### src/rtl/irq_seq_pkg.sv
package irq_seq_pkg;
  typedef enum logic [1:0] {
    ST_IDLE = 2'd0,
    ST_PUSH = 2'd1,
    ST_LOAD = 2'd2
  } seq_state_e;
endpackage

### src/rtl/irq_prio_pick.sv
module irq_prio_pick #(
  parameter int NUM_SRC = 8,
  localparam int IDX_W = (NUM_SRC > 1) ? $clog2(NUM_SRC) : 1
) (
  input  logic [NUM_SRC-1:0] pend_i,
  output logic               any_o,
  output logic [NUM_SRC-1:0] oh_o,
  output logic [IDX_W-1:0]   idx_o
);
  logic [NUM_SRC:0] below;

  assign below[0] = 1'b0;

  // The lowest set bit wins: a bit is granted only when nothing below it is set
  for (genvar g = 0; g < NUM_SRC; g++) begin : g_chain
    assign below[g+1] = below[g] | pend_i[g];
    assign oh_o[g]    = pend_i[g] & ~below[g];
  end

  assign any_o = below[NUM_SRC];

  always_comb begin
    idx_o = '0;
    for (int k = 0; k < NUM_SRC; k++) begin
      if (oh_o[k]) idx_o = idx_o | IDX_W'(k);
    end
  end
endmodule

### src/rtl/irq_vec_target.sv
module irq_vec_target #(
  parameter int          NUM_SRC   = 8,
  parameter int          PC_W      = 24,
  parameter int unsigned VEC_BASE  = 0,
  parameter bit          LONG_JUMP = 1'b1,
  localparam int IDX_W = (NUM_SRC > 1) ? $clog2(NUM_SRC) : 1
) (
  input  logic             is_reset_i,
  input  logic [IDX_W-1:0] idx_i,
  output logic [PC_W-1:0]  pc_o
);
  logic [PC_W-1:0] vec;

  // Vector 0 belongs to the reset request; source i uses vector i+1
  assign vec = is_reset_i ? '0 : PC_W'(idx_i) + PC_W'(1);

  if (LONG_JUMP) begin : g_two_word
    assign pc_o = PC_W'(VEC_BASE) + {vec[PC_W-2:0], 1'b0};
  end else begin : g_one_word
    assign pc_o = PC_W'(VEC_BASE) + vec;
  end
endmodule

### src/rtl/irq_seq_ctrl.sv
module irq_seq_ctrl
  import irq_seq_pkg::*;
#(
  parameter int NUM_SRC  = 8,
  parameter int PC_BYTES = 3,
  parameter int SP_W     = 16,
  localparam int PC_W  = 8 * PC_BYTES,
  localparam int IDX_W = (NUM_SRC > 1) ? $clog2(NUM_SRC) : 1,
  localparam int CNT_W = (PC_BYTES > 1) ? $clog2(PC_BYTES) : 1
) (
  input  logic               clk,
  input  logic               rst_n,
  input  logic               accept_i,
  input  logic               is_reset_i,
  input  logic [NUM_SRC-1:0] win_oh_i,
  input  logic [IDX_W-1:0]   win_idx_i,
  input  logic [PC_W-1:0]    pc_i,
  input  logic [SP_W-1:0]    sp_i,
  output logic               idle_o,
  output logic               busy_o,
  output logic               mem_we_o,
  output logic [SP_W-1:0]    mem_addr_o,
  output logic [7:0]         mem_wdata_o,
  output logic               load_o,
  output logic [SP_W-1:0]    sp_new_o,
  output logic               gie_clr_o,
  output logic [NUM_SRC-1:0] pend_clr_o,
  output logic               rst_ack_o,
  output logic               lat_reset_o,
  output logic [IDX_W-1:0]   lat_idx_o
);
  seq_state_e                 state_q, state_d;
  logic [CNT_W-1:0]           cnt_q, cnt_d;
  logic [SP_W-1:0]            sp_q, sp_d;
  logic [PC_BYTES-1:0][7:0]   ret_q;
  logic                       rst_q;
  logic [NUM_SRC-1:0]         oh_q;
  logic [IDX_W-1:0]           idx_q;
  logic                       last_push;
  logic                       sp_en;

  assign last_push = (cnt_q == CNT_W'(PC_BYTES - 1));
  assign sp_en     = accept_i | (state_q == ST_PUSH);

  always_comb begin
    state_d = state_q;
    cnt_d   = cnt_q;
    sp_d    = sp_q;
    unique case (state_q)
      ST_IDLE: begin
        if (accept_i) begin
          state_d = ST_PUSH;
          cnt_d   = '0;
          sp_d    = sp_i;
        end
      end
      ST_PUSH: begin
        sp_d = sp_q - SP_W'(1);
        if (last_push) state_d = ST_LOAD;
        else           cnt_d   = cnt_q + CNT_W'(1);
      end
      ST_LOAD: state_d = ST_IDLE;
      default: state_d = ST_IDLE;
    endcase
  end

  always_ff @(posedge clk or negedge rst_n) begin
    if (!rst_n) begin
      state_q <= ST_IDLE;
      cnt_q   <= '0;
      sp_q    <= '0;
      ret_q   <= '0;
      rst_q   <= 1'b0;
      oh_q    <= '0;
      idx_q   <= '0;
    end else begin
      state_q <= state_d;
      cnt_q   <= cnt_d;
      if (sp_en) sp_q <= sp_d;
      if (accept_i) begin
        ret_q <= pc_i;
        rst_q <= is_reset_i;
        oh_q  <= is_reset_i ? '0 : win_oh_i;
        idx_q <= win_idx_i;
      end
    end
  end

  assign idle_o      = (state_q == ST_IDLE);
  assign busy_o      = ~idle_o;
  assign mem_we_o    = (state_q == ST_PUSH);
  assign mem_addr_o  = sp_q;
  assign mem_wdata_o = ret_q[cnt_q];
  assign load_o      = (state_q == ST_LOAD);
  assign sp_new_o    = sp_q;
  assign gie_clr_o   = load_o;
  assign pend_clr_o  = load_o ? oh_q : '0;
  assign rst_ack_o   = load_o & rst_q;
  assign lat_reset_o = rst_q;
  assign lat_idx_o   = idx_q;
endmodule

### src/rtl/irq_entry_seq.sv
module irq_entry_seq #(
  parameter int          NUM_SRC   = 8,
  parameter int          PC_BYTES  = 3,
  parameter int          SP_W      = 16,
  parameter bit          LONG_JUMP = 1'b1,
  parameter int unsigned VEC_BASE  = 256,
  localparam int PC_W  = 8 * PC_BYTES,
  localparam int IDX_W = (NUM_SRC > 1) ? $clog2(NUM_SRC) : 1
) (
  input  logic               clk,
  input  logic               rst_n,
  input  logic               boundary_i,
  input  logic               skip_i,
  input  logic               gie_i,
  input  logic               rst_req_i,
  input  logic [NUM_SRC-1:0] pend_i,
  input  logic [PC_W-1:0]    pc_i,
  input  logic [SP_W-1:0]    sp_i,
  output logic               busy_o,
  output logic               mem_we_o,
  output logic [SP_W-1:0]    mem_addr_o,
  output logic [7:0]         mem_wdata_o,
  output logic               load_o,
  output logic [PC_W-1:0]    pc_new_o,
  output logic [SP_W-1:0]    sp_new_o,
  output logic               gie_clr_o,
  output logic [NUM_SRC-1:0] pend_clr_o,
  output logic               rst_ack_o
);
  logic               any_pend;
  logic [NUM_SRC-1:0] win_oh;
  logic [IDX_W-1:0]   win_idx;
  logic               idle;
  logic               accept;
  logic               lat_reset;
  logic [IDX_W-1:0]   lat_idx;

  irq_prio_pick #(.NUM_SRC(NUM_SRC)) u_pick (
    .pend_i (pend_i),
    .any_o  (any_pend),
    .oh_o   (win_oh),
    .idx_o  (win_idx)
  );

  // Sample only at a boundary, with interrupts enabled, and never ahead of a skipped instruction
  assign accept = idle & boundary_i & gie_i & ~skip_i & (rst_req_i | any_pend);

  irq_seq_ctrl #(
    .NUM_SRC  (NUM_SRC),
    .PC_BYTES (PC_BYTES),
    .SP_W     (SP_W)
  ) u_ctrl (
    .clk         (clk),
    .rst_n       (rst_n),
    .accept_i    (accept),
    .is_reset_i  (rst_req_i),
    .win_oh_i    (win_oh),
    .win_idx_i   (win_idx),
    .pc_i        (pc_i),
    .sp_i        (sp_i),
    .idle_o      (idle),
    .busy_o      (busy_o),
    .mem_we_o    (mem_we_o),
    .mem_addr_o  (mem_addr_o),
    .mem_wdata_o (mem_wdata_o),
    .load_o      (load_o),
    .sp_new_o    (sp_new_o),
    .gie_clr_o   (gie_clr_o),
    .pend_clr_o  (pend_clr_o),
    .rst_ack_o   (rst_ack_o),
    .lat_reset_o (lat_reset),
    .lat_idx_o   (lat_idx)
  );

  irq_vec_target #(
    .NUM_SRC   (NUM_SRC),
    .PC_W      (PC_W),
    .VEC_BASE  (VEC_BASE),
    .LONG_JUMP (LONG_JUMP)
  ) u_vec (
    .is_reset_i (lat_reset),
    .idx_i      (lat_idx),
    .pc_o       (pc_new_o)
  );
endmodule

### config.mk
export PLATFORM = sky130hd
export DESIGN_NAME = irq_entry_seq
export DESIGN_NICKNAME = d
export VERILOG_FILES = /design/src/rtl/irq_seq_pkg.sv /design/src/rtl/irq_prio_pick.sv /design/src/rtl/irq_vec_target.sv /design/src/rtl/irq_seq_ctrl.sv /design/src/rtl/irq_entry_seq.sv
export SDC_FILE = /design/constraint.sdc
export NUM_CORES = 1
export LEC_CHECK = 0
export BUFFER_PORTS_ARGS = -buffer_cell sky130_fd_sc_hd__buf_2
export CAP_MARGIN = 20
export CORE_MARGIN = 2
export CORE_UTILIZATION = 44
export DETAILED_ROUTE_END_ITERATION = 10
export PLACE_DENSITY = 0.84
export SLEW_MARGIN = 10
export SYNTH_ARGS = -nofsm -noshare
export SYNTH_HDL_FRONTEND = slang
export SYNTH_SLANG_ARGS = --single-unit
### constraint.sdc
create_clock -name clk -period 2.1 [get_ports clk]
set_input_delay 0.525 -clock clk [delete_from_list [all_inputs] [get_ports clk]]
set_output_delay 0.525 -clock clk [all_outputs]
set_load 0.05 [all_outputs]
==> flow_summary.toml <==
[routing]
wl_met1_mm = 3.175
ant_nets = 0
drt_iter0_drc = 99
met3_length_um = 507
top_layer = "met5"
drt_first_pass_iters = 4
drc = 0
viasPerCell = 5.046
wl_mm = 7.426
wire_per_inst_um = 13.01
via_count = 2881
met2WireLength_mm = 3.655

[setup_path]
rr_startpoint = "u_ctrl.mem_addr_o[1]$_DFFE_PN0P_"
arrival_ps = 2260
cp-end-kind = "flip-flop"
worstSetupPathType = "flip-flop to flip-flop"
cp.required_ps = 2320
cp-start-kind = "flip-flop"
cp_max_fo = 7
critPathLaunch = "u_ctrl.mem_addr_o[1]$_DFFE_PN0P_"

[synth]
syn_area_per_cell_um2 = 8.446
async_reset_ff_share_pct = 100.0
netlist_area_mm2 = 0.003117
synth_ff_type = "dfrtp_1"
yosysWarnings = 0
seq_area_frac_synth_pct = 44.96
synth.distinct_cells = 47
synth_cells = 369
synth_edf_count = 0
ys_seq_elements = 56

[clock_network]
clk_pin_slew_worst_paths_ps = 110
cts_num_sinks = 56
numCtsBuffers = 5
cts_tree = "built"
insertion_delay_ps = 320
ctsLongestPathBuffers = 2
htree_levels = 2
cts_root_buffer = "clkbuf_8"
hold_buffers = 0

[global_routing]
first_global_vias = 2652
grt-ovfl-total = 0
grt_first_pass_wirelength_mm = 11.93
antenna_found_initial = 1
grt_max_degree = 57
grt_usage_pct = 19.27

[final_layout]
area_growth_pct = 24.77
nets = 531
utilization_pct = 56.92
fin_area_mm2 = 0.003889
antenna_cells = 0
drive_gt1_share_pct = 35.79

[timing]
hold_viol_final = 0
timing.final.crit_share_pct = 97.22
fmax_mhz = 489.8
setup_viol = 0
tns_ps = 0
setup_slack_ps = 58.44
skew_ps = 5.297
rsz0062_at_grt = "yes"
fin_crit_ps = 2042
drv_slew = 0

[worst_hold_path]
hold_class = "primary input to asynchronous set/reset pin"

[placed_design]
place.detailed.hpwl_mm = 5.560
place.gp.congestion = 0.8832
place_area_mm2 = 0.003764
place_ws_ps = -20.65
io_buffers = 110

[floorplan]
dieArea_mm2 = 0.007773
fp.dieH_um = 88.17
initial_core_util_pct = 45.62
ios = 131
fp-row-count = 30
die_w_um = 88.17
core_area_mm2 = 0.006832

[power_and_ir_drop]
ir_worst_vdd_uv = 927.0
power.density_mw_per_mm2 = 1616
p_leak_nw = 1.971

[run]
maxCapViolations = 0

[run_status]
status = "completed"
## metrics by stage
step	total power, mW	hold slack, ps	cells
after floorplan	4.898	229.4	387
after global placement	5.540	447.8	563
after CTS	6.269	196.4	571
final	6.286	189.2	571
after global routing	6.675	194.7	571
after detailed placement	5.647	454.5	563
## sequential cells by signal, indices dropped and copies added (netlist names)
| register | flops |
|---|---|
| u_ctrl.oh_q | 8 |
| u_ctrl.cnt_q | 2 |
| u_ctrl.state_q | 2 |
| u_ctrl.lat_idx_o | 3 |
| u_ctrl.mem_addr_o | 16 |
| u_ctrl.ret_q | 24 |
| u_ctrl.lat_reset_o | 1 |
## cell usage in the layout, fill, tap and decap left out, types with 3 or more instances in the layout
| cell type | synthesis | final |
|---|---|---|
| conb_1 | 2 | 20 |
| nor2_1 | 20 | 19 |
| o21ai_1 | 2 | 3 |
| dfrtp_1 | 56 | 51 |
| buf_2 | 4 | 105 |
| nor3_1 | 7 | 7 |
| a311oi_1 | 6 | 6 |
| nand2_1 | 102 | 101 |
| clkbuf_8 | 0 | 5 |
| buf_4 | 37 | 21 |
| mux2i_1 | 9 | 9 |
| nand3_1 | 9 | 9 |
| nand2b_1 | 5 | 5 |
| and2_1 | 11 | 11 |
| a21oi_1 | 19 | 19 |
| inv_1 | 8 | 6 |
| dfrtp_2 | 0 | 5 |
| clkbuf_4 | 0 | 5 |
| o21ai_0 | 19 | 11 |
| o21ai_2 | 0 | 7 |
## power by group
| group | internal, mW | total (mW) | switching, mW |
|---|---|---|---|
| clock | 0.240 | 0.615 | 0.375 |
| sequential | 1.54 | 1.91 | 0.374 |
| combinational | 1.02 | 3.76 | 2.74 |
## area by class of cell
type	count	area (um2)
clock buffers	5	68.82
clock inverters	3	22.52
fillers	635	2943
inverters	9	33.78
multi-input cells	269	1475
flip-flops and latches	56	1408
well taps	96	120.1
repair buffers	133	760.7
## synthesized netlist by cell type, types with 5 or more instances
master / instances / area (um2)
a21oi_1: 19 / 95.09
a311oi_1: 6 / 52.55
and2_1: 11 / 68.82
buf_4: 37 / 277.8
clkbuf_1: 10 / 37.54
dfrtp_1: 56 / 1401
inv_1: 8 / 30.03
mux2i_1: 9 / 90.09
nand2_1: 102 / 382.9
nand2b_1: 5 / 31.28
nand3_1: 9 / 45.04
nor2_1: 20 / 75.07
nor3_1: 7 / 35.03
o21ai_0: 19 / 95.09
## metal layers
layer  global-route usage, %  up-vias
met3                   4.147        9
met4                   3.719        2
met1                   25.04     1354
met5                       0        -
met2                   33.36      118
li1                        -     1398
## logic make-up (layout without fill, tap and decap cells)
kind of cell	Yosys count	after routing	synth area share (%)
muxes	9	9	2.891
adders and majority gates	3	3	1.204
and+or+nand+nor	172	172	25.45
other	2	20	0.2410
buffers and inverters	62	150	12.08
xor gates and xnor gates	2	2	0.5621
DFF	56	56	44.96
AOI/OAI and AO/OA	63	63	12.61
## critical path, stage by stage (launching register included)
cell	delay, ps
dfrtp_2	420
inv_2	80
ha_4	130
or3b_4	390
or3_4	390
o31ai_2	210
a21oi_1	90
a311oi_1	230
## final timing paths
path                       depth (start not counted)                                end  slack, ps
min in group clk                                   3       u_ctrl.ret_q[16]$_DFFE_PN0P_        390
min reg2reg                                        2         u_ctrl.oh_q[1]$_DFFE_PN0P_        480
max in group asynchronous                          2   u_ctrl.mem_addr_o[0]$_DFFE_PN0P_       1640
min                                                2        u_ctrl.ret_q[8]$_DFFE_PN0P_        190
max reg2reg                                        7  u_ctrl.mem_addr_o[12]$_DFFE_PN0P_         60
max                                                7  u_ctrl.mem_addr_o[12]$_DFFE_PN0P_         60
## repair_timing
action / CTS / global route
gates resized for setup: 1 / 8
pin swaps: 0 / 0
endpoints found under the setup margin: 1 / 8
setup buffers: 0 / 0
Power figures use the tool's default switching activity.
